==> src/rtl/ecpwr_pkg.sv <==
package ecpwr_pkg;
    typedef enum logic [1:0] {
        ST_BYPASS = 2'd0,
        ST_INIT   = 2'd1,
        ST_ACTIVE = 2'd2,
        ST_ABORT  = 2'd3
    } ecpwr_state_e;
endpackage

==> src/rtl/ecpwr_frame_delay.sv <==
// Frame-aligned delay line: capture stage plus DEPTH frame stages.
module ecpwr_frame_delay #(
    parameter int W     = 8,
    parameter int DEPTH = 2
) (
    input  logic         clk,
    input  logic         rst_n,
    input  logic         tick,
    input  logic [W-1:0] din,
    output logic [W-1:0] dout
);
    localparam int NSTG = DEPTH + 1;

    logic [W-1:0] stg [NSTG];

    always_ff @(posedge clk or negedge rst_n) begin
        if (!rst_n) begin
            for (int i = 0; i < NSTG; i++) stg[i] <= '0;
        end else if (tick) begin
            stg[0] <= din;
            for (int i = 1; i < NSTG; i++) stg[i] <= stg[i-1];
        end
    end

    assign dout = stg[NSTG-1];
endmodule

==> src/rtl/ecpwr_sweep.sv <==
// Address sweep for register defaults and coefficient clearing, one address per clock.
module ecpwr_sweep #(
    parameter int          REG_COUNT   = 64,
    parameter int          COEF_DEPTH  = 128,
    parameter int          REG_W       = 8,
    parameter int          COEF_W      = 16,
    parameter logic [7:0]  REG_DEFAULT = 8'h3C
) (
    input  logic                          clk,
    input  logic                          rst_n,
    input  logic                          run,
    output logic                          reg_we,
    output logic [$clog2(REG_COUNT)-1:0]  reg_addr,
    output logic [REG_W-1:0]              reg_data,
    output logic                          coef_we,
    output logic [$clog2(COEF_DEPTH)-1:0] coef_addr,
    output logic [COEF_W-1:0]             coef_data,
    output logic                          done
);
    localparam int RAW       = $clog2(REG_COUNT);
    localparam int CAW       = $clog2(COEF_DEPTH);
    localparam int SWEEP_LEN = (REG_COUNT > COEF_DEPTH) ? REG_COUNT : COEF_DEPTH;
    localparam int CW        = $clog2(SWEEP_LEN + 1);

    logic [CW-1:0] idx;

    always_ff @(posedge clk or negedge rst_n) begin
        if (!rst_n)                         idx <= '0;
        else if (!run)                      idx <= '0;
        else if (idx != CW'(SWEEP_LEN))     idx <= idx + 1'b1;
    end

    always_comb begin
        reg_we    = run && (idx < CW'(REG_COUNT));
        reg_addr  = idx[RAW-1:0];
        reg_data  = REG_W'(REG_DEFAULT);
        coef_we   = run && (idx < CW'(COEF_DEPTH));
        coef_addr = idx[CAW-1:0];
        coef_data = '0;
        done      = (idx == CW'(SWEEP_LEN));
    end
endmodule

==> src/rtl/ecpwr_seq_fsm.sv <==
// Power sequencing state machine with frame counter for the init window.
module ecpwr_seq_fsm
    import ecpwr_pkg::*;
#(
    parameter int INIT_FRAMES = 2
) (
    input  logic clk,
    input  logic rst_n,
    input  logic frame_tick,
    input  logic pwr_req,
    input  logic sweep_done,
    output logic busy,
    output logic bypass,
    output logic sweep_run
);
    localparam int FW = $clog2(INIT_FRAMES + 1);

    ecpwr_state_e state, state_nx;
    logic [FW-1:0] fcnt;

    // State register
    always_ff @(posedge clk or negedge rst_n) begin
        if (!rst_n) state <= ST_BYPASS;
        else        state <= state_nx;
    end

    always_ff @(posedge clk or negedge rst_n) begin
        if (!rst_n)                                   fcnt <= '0;
        else if (state != ST_INIT)                    fcnt <= '0;
        else if (frame_tick && fcnt != FW'(INIT_FRAMES)) fcnt <= fcnt + 1'b1;
    end

    always_comb begin
        state_nx = state;
        unique case (state)
            ST_BYPASS: if (pwr_req) state_nx = ST_INIT;
            ST_INIT: begin
                if (!pwr_req)                                      state_nx = ST_ABORT;
                else if (fcnt == FW'(INIT_FRAMES) && sweep_done)   state_nx = ST_ACTIVE;
            end
            ST_ABORT:  if (frame_tick) state_nx = ST_BYPASS;
            ST_ACTIVE: if (!pwr_req)   state_nx = ST_BYPASS;
        endcase
    end

    // Outputs
    always_comb begin
        busy      = 1'b0;
        bypass    = 1'b1;
        sweep_run = 1'b0;
        unique case (state)
            ST_BYPASS: ;
            ST_INIT: begin
                busy      = 1'b1;
                sweep_run = 1'b1;
            end
            ST_ABORT:  busy   = 1'b1;
            ST_ACTIVE: bypass = 1'b0;
        endcase
    end
endmodule

==> src/rtl/ecpwr_group_seq.sv <==
module ecpwr_group_seq #(
    parameter int         SAMPLE_W      = 8,
    parameter int         REG_COUNT     = 64,
    parameter int         REG_W         = 8,
    parameter logic [7:0] REG_DEFAULT   = 8'h3C,
    parameter int         COEF_DEPTH    = 128,
    parameter int         COEF_W        = 16,
    parameter int         INIT_FRAMES   = 2,
    parameter int         BYPASS_FRAMES = 2
) (
    input  logic                          clk,
    input  logic                          rst_n,
    input  logic                          frame_tick,
    input  logic                          pwup,
    input  logic [SAMPLE_W-1:0]           rin,
    input  logic [SAMPLE_W-1:0]           sin,
    input  logic [SAMPLE_W-1:0]           ec_rout,
    input  logic [SAMPLE_W-1:0]           ec_sout,
    input  logic                          host_wr_req,
    input  logic [$clog2(REG_COUNT)-1:0]  host_wr_addr,
    input  logic [REG_W-1:0]              host_wr_data,
    output logic [SAMPLE_W-1:0]           rout,
    output logic [SAMPLE_W-1:0]           sout,
    output logic                          pcm_oe,
    output logic                          mcr_pwup,
    output logic                          init_busy,
    output logic                          bypass_active,
    output logic                          reg_wr_en,
    output logic [$clog2(REG_COUNT)-1:0]  reg_wr_addr,
    output logic [REG_W-1:0]              reg_wr_data,
    output logic                          coef_we,
    output logic [$clog2(COEF_DEPTH)-1:0] coef_addr,
    output logic [COEF_W-1:0]             coef_wdata
);
    localparam int RAW    = $clog2(REG_COUNT);
    localparam int NPATHS = 2;

    logic pwup_q, busy, bypass, sweep_run, sweep_done;
    logic sw_reg_we;
    logic [RAW-1:0]   sw_reg_addr;
    logic [REG_W-1:0] sw_reg_data;

    logic [NPATHS-1:0][SAMPLE_W-1:0] bp_in, bp_out, ec_in;

    always_ff @(posedge clk or negedge rst_n) begin
        if (!rst_n) begin
            pwup_q <= 1'b0;
            pcm_oe <= 1'b0;
        end else begin
            pwup_q <= pwup;
            pcm_oe <= 1'b1;
        end
    end

    ecpwr_seq_fsm #(.INIT_FRAMES(INIT_FRAMES)) fsm_i (
        .clk(clk), .rst_n(rst_n), .frame_tick(frame_tick),
        .pwr_req(pwup_q), .sweep_done(sweep_done),
        .busy(busy), .bypass(bypass), .sweep_run(sweep_run)
    );

    ecpwr_sweep #(
        .REG_COUNT(REG_COUNT), .COEF_DEPTH(COEF_DEPTH), .REG_W(REG_W),
        .COEF_W(COEF_W), .REG_DEFAULT(REG_DEFAULT)
    ) sweep_i (
        .clk(clk), .rst_n(rst_n), .run(sweep_run),
        .reg_we(sw_reg_we), .reg_addr(sw_reg_addr), .reg_data(sw_reg_data),
        .coef_we(coef_we), .coef_addr(coef_addr), .coef_data(coef_wdata),
        .done(sweep_done)
    );

    assign bp_in[0] = rin;
    assign bp_in[1] = sin;
    assign ec_in[0] = ec_rout;
    assign ec_in[1] = ec_sout;

    for (genvar g = 0; g < NPATHS; g++) begin : g_path
        ecpwr_frame_delay #(.W(SAMPLE_W), .DEPTH(BYPASS_FRAMES)) dly_i (
            .clk(clk), .rst_n(rst_n), .tick(frame_tick),
            .din(bp_in[g]), .dout(bp_out[g])
        );
    end

    always_comb begin
        rout          = bypass ? bp_out[0] : ec_in[0];
        sout          = bypass ? bp_out[1] : ec_in[1];
        mcr_pwup      = pwup_q;
        init_busy     = busy;
        bypass_active = bypass;
        if (sw_reg_we) begin
            reg_wr_en   = 1'b1;
            reg_wr_addr = sw_reg_addr;
            reg_wr_data = sw_reg_data;
        end else begin
            reg_wr_en   = host_wr_req && !busy;
            reg_wr_addr = host_wr_addr;
            reg_wr_data = host_wr_data;
        end
    end
endmodule

==> config.mk <==
export PLATFORM = sky130hd
export DESIGN_NAME = ecpwr_group_seq
export DESIGN_NICKNAME = d
export VERILOG_FILES = /design/src/rtl/ecpwr_pkg.sv /design/src/rtl/ecpwr_frame_delay.sv /design/src/rtl/ecpwr_sweep.sv /design/src/rtl/ecpwr_seq_fsm.sv /design/src/rtl/ecpwr_group_seq.sv
export SDC_FILE = /design/constraint.sdc
export NUM_CORES = 1
export LEC_CHECK = 0
export BUFFER_PORTS_ARGS = -buffer_cell sky130_fd_sc_hd__buf_2
export CORE_ASPECT_RATIO = 1.5
export CORE_MARGIN = 2
export CORE_UTILIZATION = 56
export CTS_BUF_LIST = sky130_fd_sc_hd__clkbuf_2 sky130_fd_sc_hd__clkbuf_4 sky130_fd_sc_hd__clkbuf_8
export CTS_CLUSTER_DIAMETER = 30
export DETAILED_ROUTE_END_ITERATION = 8
export GPL_TIMING_DRIVEN = 0
export HOLD_SLACK_MARGIN = 0.06
export PLACE_DENSITY = 0.86
export SYNTH_ARGS = -nofsm -noshare
export SYNTH_HDL_FRONTEND = slang
export SYNTH_HIERARCHICAL = 1
export SYNTH_SLANG_ARGS = --single-unit
==> constraint.sdc <==
create_clock -name clk -period 5.76 [get_ports clk]
set_clock_uncertainty 0.05 [all_clocks]
set_input_delay 1.44 -clock clk [delete_from_list [all_inputs] [get_ports clk]]
set_output_delay 1.44 -clock clk [all_outputs]
set_load 0.1 [all_outputs]
==> reports/metrics.cfg, run 1 <==
[flow_run]
cap_violations = 0

[timing]
max_freq_mhz = 272
worstMarginPinSlew_ps = 753
final-max-slew-violation-count = 0
tns_ps = 0
setup_violations = 0
worst_slack_ps = 2090
hold_violations = 0
fin_crit_sh_pct = 63.8
rsz0062_at_grt = false
max_slew_margin_pct = 49.8
post-route-min-period_ps = 3670

[setup_path]
worst-endpoint-required_ps = 4270
worst-path-stages = 8
cp.buffers_inverters = 4
crit_path_end_kind = primary output
cp_top_family = buffers and inverters
slowest_delay_ps = 430
crit_fanout = 10
cp-start-kind = flop
crit_chain = nand2b_2 -> inv_1 -> nand2b_1 -> nor2_1 -> buf_6 -> buf_12 -> mux2_4 -> buf_2
rr_worst_depth = 6
critPathKind = reg -> out
cp.arrival_ps = 2180
slowest_stage = dfrtp_1

[detailed_routing]
wirelength_um = 6270
ant_nets = 0
dr.pass1.iters = 5
wl_per_cell_um = 13.4
vias = 2206
viasPerCell = 4.70
drt_iter0_drc = 61
drc_errors = 0

[finish]
finish.utilization_pct = 72.1
area_delta_synth_final_pct = 23.2
fill_cells = 451
fin_nets = 447
final_cells = 469
diodes = 0
layout-drive-gt1-share_pct = 63.5

[yosys]
synth_seq_area_share_pct = 42.9
yosys_register_bits = 62
yosysUniqueCellTypes = 31
syn_inst = 267
syn_area_um2 = 3620
syn_area_per_cell_um2 = 13.5
ys.warnings.count = 6

[placement]
dp_hpwl_um = 4900
dpl.cell_count = 456
gp_congestion = 0.737
port_buffers = 93
dp_slack_ps = 2170

[die]
io_pins = 110
core_um2 = 6170
fp.dieW_um = 69.6
fp.dieH_um = 102
initial_core_util_pct = 58.6
dieArea_um2 = 7130
num_rows = 35

[outcome]
status = finished clean

[clocking]
numCtsBuffers = 9
clk_pin_slew_worst_paths_ps = 60
cts_resized = 0
cts_tree = built
clk_latency_ps = 310
cts.root.buffer_cell = clkbuf_8
cts.sinks = 62
htreeDepth = 3
cts_post_setup_buffers_inserted = 0
postCtsHoldBufs = 0
cts.path.max_buffers = 2

[global_route]
grt_pass1_vias = 2242
grt_pass1_wl_um = 10300
grt_util_all_layers_pct = 18.4
grt_max_degree = 63
antenna_found_initial = 0
overflow = 0

[pwr]
irDropWorstVdd_mv = 0.385
leakagePower_nw = 2.41
p_per_area_nw_per_um2 = 528

[hold_path]
min_path_cells = 1
hold_path_class = reg -> reg

==> cell type report <==
cell class                 count  area [um^2]  area share (%)
multi-input combinational    154         1550            34.7
inverter                       8         30.0           0.674
sequential                    62         1550            34.8
timing repair buffer          93          468            10.5
clock inverter                 1         30.0           0.674
buffer                        65          571            12.8
tap                           74         92.6            2.08
clock buffer                  12          165            3.71
==> metal layers <==
metal / wire (um) / track usage [%] / up-vias
met5: 0 / 0 / -
met4: 38 / 6.66 / 0
met3: 346 / 4.64 / 2
met2: 3470 / 33.9 / 66
met1: 2420 / 20.6 / 1073
li1: - / - / 1065
==> synth_stat cells <==
master / number / share of area [%]
dfrtp_1: 62 / 43
mux2i_1: 5 / 1.4
ha_1: 3 / 1.0
a311oi_1: 1 / 0.24
nand2b_1: 3 / 0.52
mux2_2: 19 / 5.9
a21o_1: 1 / 0.21
nand4_1: 1 / 0.17
or3_4: 1 / 0.31
o21ai_0: 1 / 0.14
mux2_4: 59 / 24
buf_12: 6 / 3.3
xor2_1: 1 / 0.24
nor2_1: 5 / 0.52
buf_4: 53 / 11
and2_1: 2 / 0.35
nand2_1: 11 / 1.1
a221oi_1: 1 / 0.24
nor4_4: 1 / 0.59
nand3_1: 4 / 0.55
and2b_1: 1 / 0.21
conb_1: 3 / 0.31
clkbuf_1: 2 / 0.21
a21oi_1: 2 / 0.28
a21boi_0: 1 / 0.21
and4_2: 1 / 0.28
xnor2_1: 3 / 0.73
nand2b_2: 1 / 0.24
or3_1: 1 / 0.17
buf_6: 4 / 1.2
inv_1: 8 / 0.83
==> path summary, 6_finish.rpt <==
path / start / slack, ps / endpoint
max: fsm_i/state[1] / 2090 / reg_wr_addr[3]
min: g_path[0].dly_i/stg[15] / 460 / g_path[0].dly_i/dout[7]
max reg2reg: sweep_i/idx[0] / 3980 / fsm_i/state[1]
min reg2reg: g_path[0].dly_i/stg[15] / 460 / g_path[0].dly_i/dout[7]
max in group asynchronous: rst_n / 4020 / g_path[0].dly_i/dout[4]
min in group asynchronous: rst_n / 1140 / g_path[0].dly_i/stg[23]
==> state kept, by name (all words and copies together), names as in the netlist <==
register,flops
mcr_pwup,1
g_path.dly_i/dout,16
pcm_oe,1
fsm_i/state,2
sweep_i/idx,8
g_path.dly_i/stg,32
fsm_i/fcnt,2
==> cell families (layout without fill, tap and decap cells) <==
group / after synthesis / in the layout / share of synthesized area [%]
AND/OR/NAND/NOR: 32 / 32 / 5.05
multiplexers: 83 / 83 / 31.8
AO/OA/AOI/OAI: 7 / 7 / 1.32
adder cells (fa/ha/maj): 3 / 3 / 1.04
flip-flops: 62 / 62 / 42.9
other: 3 / 25 / 0.311
buffers and inverters: 73 / 179 / 16.6
XOR/XNOR: 4 / 4 / 0.969
==> where the power goes <==
group          total (W)  switching, W  internal (W)
clock network   0.000372      0.000144      0.000228
logic            0.00142       0.00101      0.000401
registers       0.000565     0.0000596      0.000506
total            0.00235       0.00122       0.00113
==> cell usage in the layout, fill, tap and decap left out, types with 4 or more instances in the layout <==
master / count
buf_2: 92
mux2_4: 59
nand2_1: 11
dfrtp_1: 62
inv_1: 8
clkbuf_8: 12
conb_1: 25
buf_12: 6
buf_4: 54
buf_6: 4
nor2_1: 5
nand3_1: 4
mux2i_1: 5
mux2_2: 19
==> per-stage QoR <==
stage               cell area (um^2)  power, W  hold WS, ps
floorplan                       3700   0.00182          425
global placement                4260   0.00197          437
detailed placement              4260   0.00200          443
CTS                             4450   0.00238          455
global route                    4450   0.00245          475
finish                          4450   0.00235          456
No activity file was read; power rests on OpenSTA's default activity.
==> run 2: changes to the inputs <==
Settings changed: ABC_AREA from default to 1, CORE_UTILIZATION 56 to 53, PLACE_DENSITY 0.86 to 0.82.
Clock period 5.76 ns to 3.4 ns, I/O delays scaled along.
==> reports/metrics.cfg, run 2 <==
[outcome]
status = finished clean

[setup_path]
critPathKind = reg -> out
cp-start-kind = flop
crit_chain = inv_2 -> nor2_4 -> buf_4 -> inv_1 -> nor3_4 -> buf_4 -> nand2_1 -> nand2_1 -> clkbuf_4
rr_worst_depth = 10  ; +4
slowest_delay_ps = 480  ; +50 ps
crit_fanout = 10  ; unchanged
crit_path_end_kind = primary output
worst-endpoint-required_ps = 2500  ; -1770 ps
cp.arrival_ps = 2270  ; +90 ps
slowest_stage = dfrtp_1

[global_route]
grt.busiest_layer = met2
grt_util_met3_pct = 4.55  ; -0.081 points
grtUsageMet2_pct = 34.3  ; +0.44 points
grt_pass1_wl_um = 11300  ; +9.3%
grt_util_all_layers_pct = 19.1  ; +0.72 points
grt_use_met1_pct = 21.0  ; +0.32 points
grt_max_degree = 63  ; unchanged
overflow = 0  ; unchanged
antenna_found_initial = 0  ; unchanged
grt_pass1_vias = 2637  ; +18%

[yosys]
synth-async-reset-ratio_pct = 100  ; unchanged
synth-edff-count = 0  ; unchanged
netlist_top_cells_count = nand2_1, dfrtp_1, buf_4, nand2_2, nor2_1
yosysUniqueCellTypes = 26  ; -16%
synth_top_area_share_pct = 43.6  ; +0.66 points
ys.warnings.count = 6  ; unchanged
synth_top_area_cell = dfrtp_1
yosys_register_bits = 62  ; unchanged
synthFlopType = dfrtp_1
synth_seq_area_share_pct = 43.6  ; +0.66 points
syn_area_um2 = 3560  ; -1.5%
syn_area_per_cell_um2 = 7.63  ; -44%
synthTopCellsByArea = dfrtp_1, nand2_1, buf_4, nand2_2, buf_6
yosysMostFrequentCell = nand2_1
syn_inst = 467  ; +75%

[timing]
tns_ps = 0  ; unchanged
post-route-min-period_ps = 3170
worst_slack_ps = 230  ; -1860 ps
fin_crit_sh_pct = 93.2
worstMarginPinSlew_ps = 761  ; +8.41 ps
hold_violations = 0  ; unchanged
rsz0062_at_grt = false
max_freq_mhz = 315
final-max-slew-violation-count = 0  ; unchanged
max_slew_margin_pct = 49.2  ; -0.56 points
setup_violations = 0  ; unchanged

[placement]
dpl.cell_count = 658  ; +44%
gp_congestion = 0.838  ; +14%
dp_slack_ps = 207  ; -1960 ps
port_buffers = 93  ; unchanged
dp_hpwl_um = 5080  ; +3.7%

[flow_run]
cap_violations = 0  ; unchanged

[die]
initial_core_util_pct = 54.9  ; -3.7 points
num_rows = 36  ; +2.9%
io_pins = 110  ; unchanged
fp.dieH_um = 104  ; +1.9%
fp.dieW_um = 70.9  ; +1.9%
core_um2 = 6490  ; +5.0%
dieArea_um2 = 7400  ; +3.9%

[detailed_routing]
viasPerCell = 4.38  ; -7.0%
vias = 2949  ; +34%
drc_errors = 0  ; unchanged
dr.pass1.iters = 4  ; -1
wirelength_um = 6670  ; +6.3%
ant_nets = 0  ; unchanged
drt_iter0_drc = 103  ; +69%
wl_per_cell_um = 9.89  ; -26%

[finish]
area_delta_synth_final_pct = 24.9
largest_register = g_path.dly_i/stg
fin_nets = 647  ; +45%
largest_reg_flops = 32  ; unchanged
fill_cells = 585  ; +30%
final_common_cell = nand2_1
finish.utilization_pct = 68.6  ; -3.6 points
final_cells = 674  ; +44%
multi_input_area_um2 = 1420  ; -8.3%
mostFrequentLayoutCells = nand2_1, buf_2, dfrtp_1, buf_4, conb_1
layout-drive-gt1-share_pct = 34.9  ; -29 points
seqCellArea_um2 = 1550  ; unchanged
diodes = 0  ; unchanged

[clocking]
postCtsHoldBufs = 0  ; unchanged
cts_resized = 1  ; +1
cts.root.buffer_cell = clkbuf_8
cts_post_setup_buffers_inserted = 0  ; unchanged
clk_latency_ps = 340  ; +30 ps
clk_pin_slew_worst_paths_ps = 60  ; about the same
numCtsBuffers = 9  ; unchanged
htreeDepth = 3  ; unchanged
cts.path.max_buffers = 2  ; unchanged
cts.sinks = 62  ; unchanged
cts_tree = built

[pwr]
leakagePower_nw = 2.69  ; +12%
p_per_area_nw_per_um2 = 869  ; +64%
finalPower_w = 0.00386  ; +64%
irDropWorstVdd_mv = 0.430  ; +12%

[hold_path]
hold_path_class = reg -> reg
min_path_cells = 2  ; +1

-- run 2: through the flow --
stage                     instance area [um^2]  hold slack (ps)
after detailed placement                  4200              408
final                                     4450              420
after floorplan                           3640              392
after CTS                                 4420              425
after global routing                      4450              438
after global placement                    4200              403
-- run 2: worst paths after layout --
path,endpoint,slack (ps),start
setup / recovery,reg_wr_addr[1],230,fsm_i/state[0]
hold / removal,g_path[1].dly_i/stg[15],420,g_path[1].dly_i/stg[15]
setup reg to reg,fsm_i/state[1],1790,sweep_i/idx[0]
hold reg to reg,g_path[1].dly_i/stg[15],420,g_path[1].dly_i/stg[15]
max in group asynchronous,sweep_i/idx[3],2260,rst_n
min in group asynchronous,g_path[0].dly_i/stg[15],530,rst_n
-- run 2: critical path, delay by kind of cell (launching register included) --
family | cells | cell delay [ps]
flops | 1 | 480
simple gates | 4 | 500
buf+inv | 5 | 940
-- run 2: per-layer routing --
layer / up-vias / part of all wire [%]
met5: - / 0
met4: 0 / 1.7
met3: 13 / 6.3
met2: 95 / 52
met1: 1260 / 40
li1: 1581 / -
-- run 2: kinds of logic after synthesis --
kind of cell / Yosys count / share of synthesized area (%)
XOR/XNOR: 1 / 0.246
AO/OA/AOI/OAI: 9 / 1.34
AND/OR/NAND/NOR: 300 / 34.3
other: 3 / 0.316
buffers and inverters: 89 / 19.2
adder cells (fa/ha/maj): 3 / 1.05
flip-flops: 62 / 43.6
-- run 2: power breakdown --
group	switching, W	internal [W]	total (W)
logic	0.00184	0.000449	0.00229
clock network	0.000269	0.000394	0.000663
registers	0.0000810	0.000828	0.000909
-- run 2: final cells by class --
type / instances / share of cell area, %
plain buffers: 70 / 13.4
clock inverters: 3 / 0.957
well taps: 76 / 2.14
flip-flops and latches: 62 / 34.9
clock buffers: 13 / 3.74
repair buffers: 93 / 11.0
inverters: 19 / 1.94
multi-input cells: 338 / 31.9
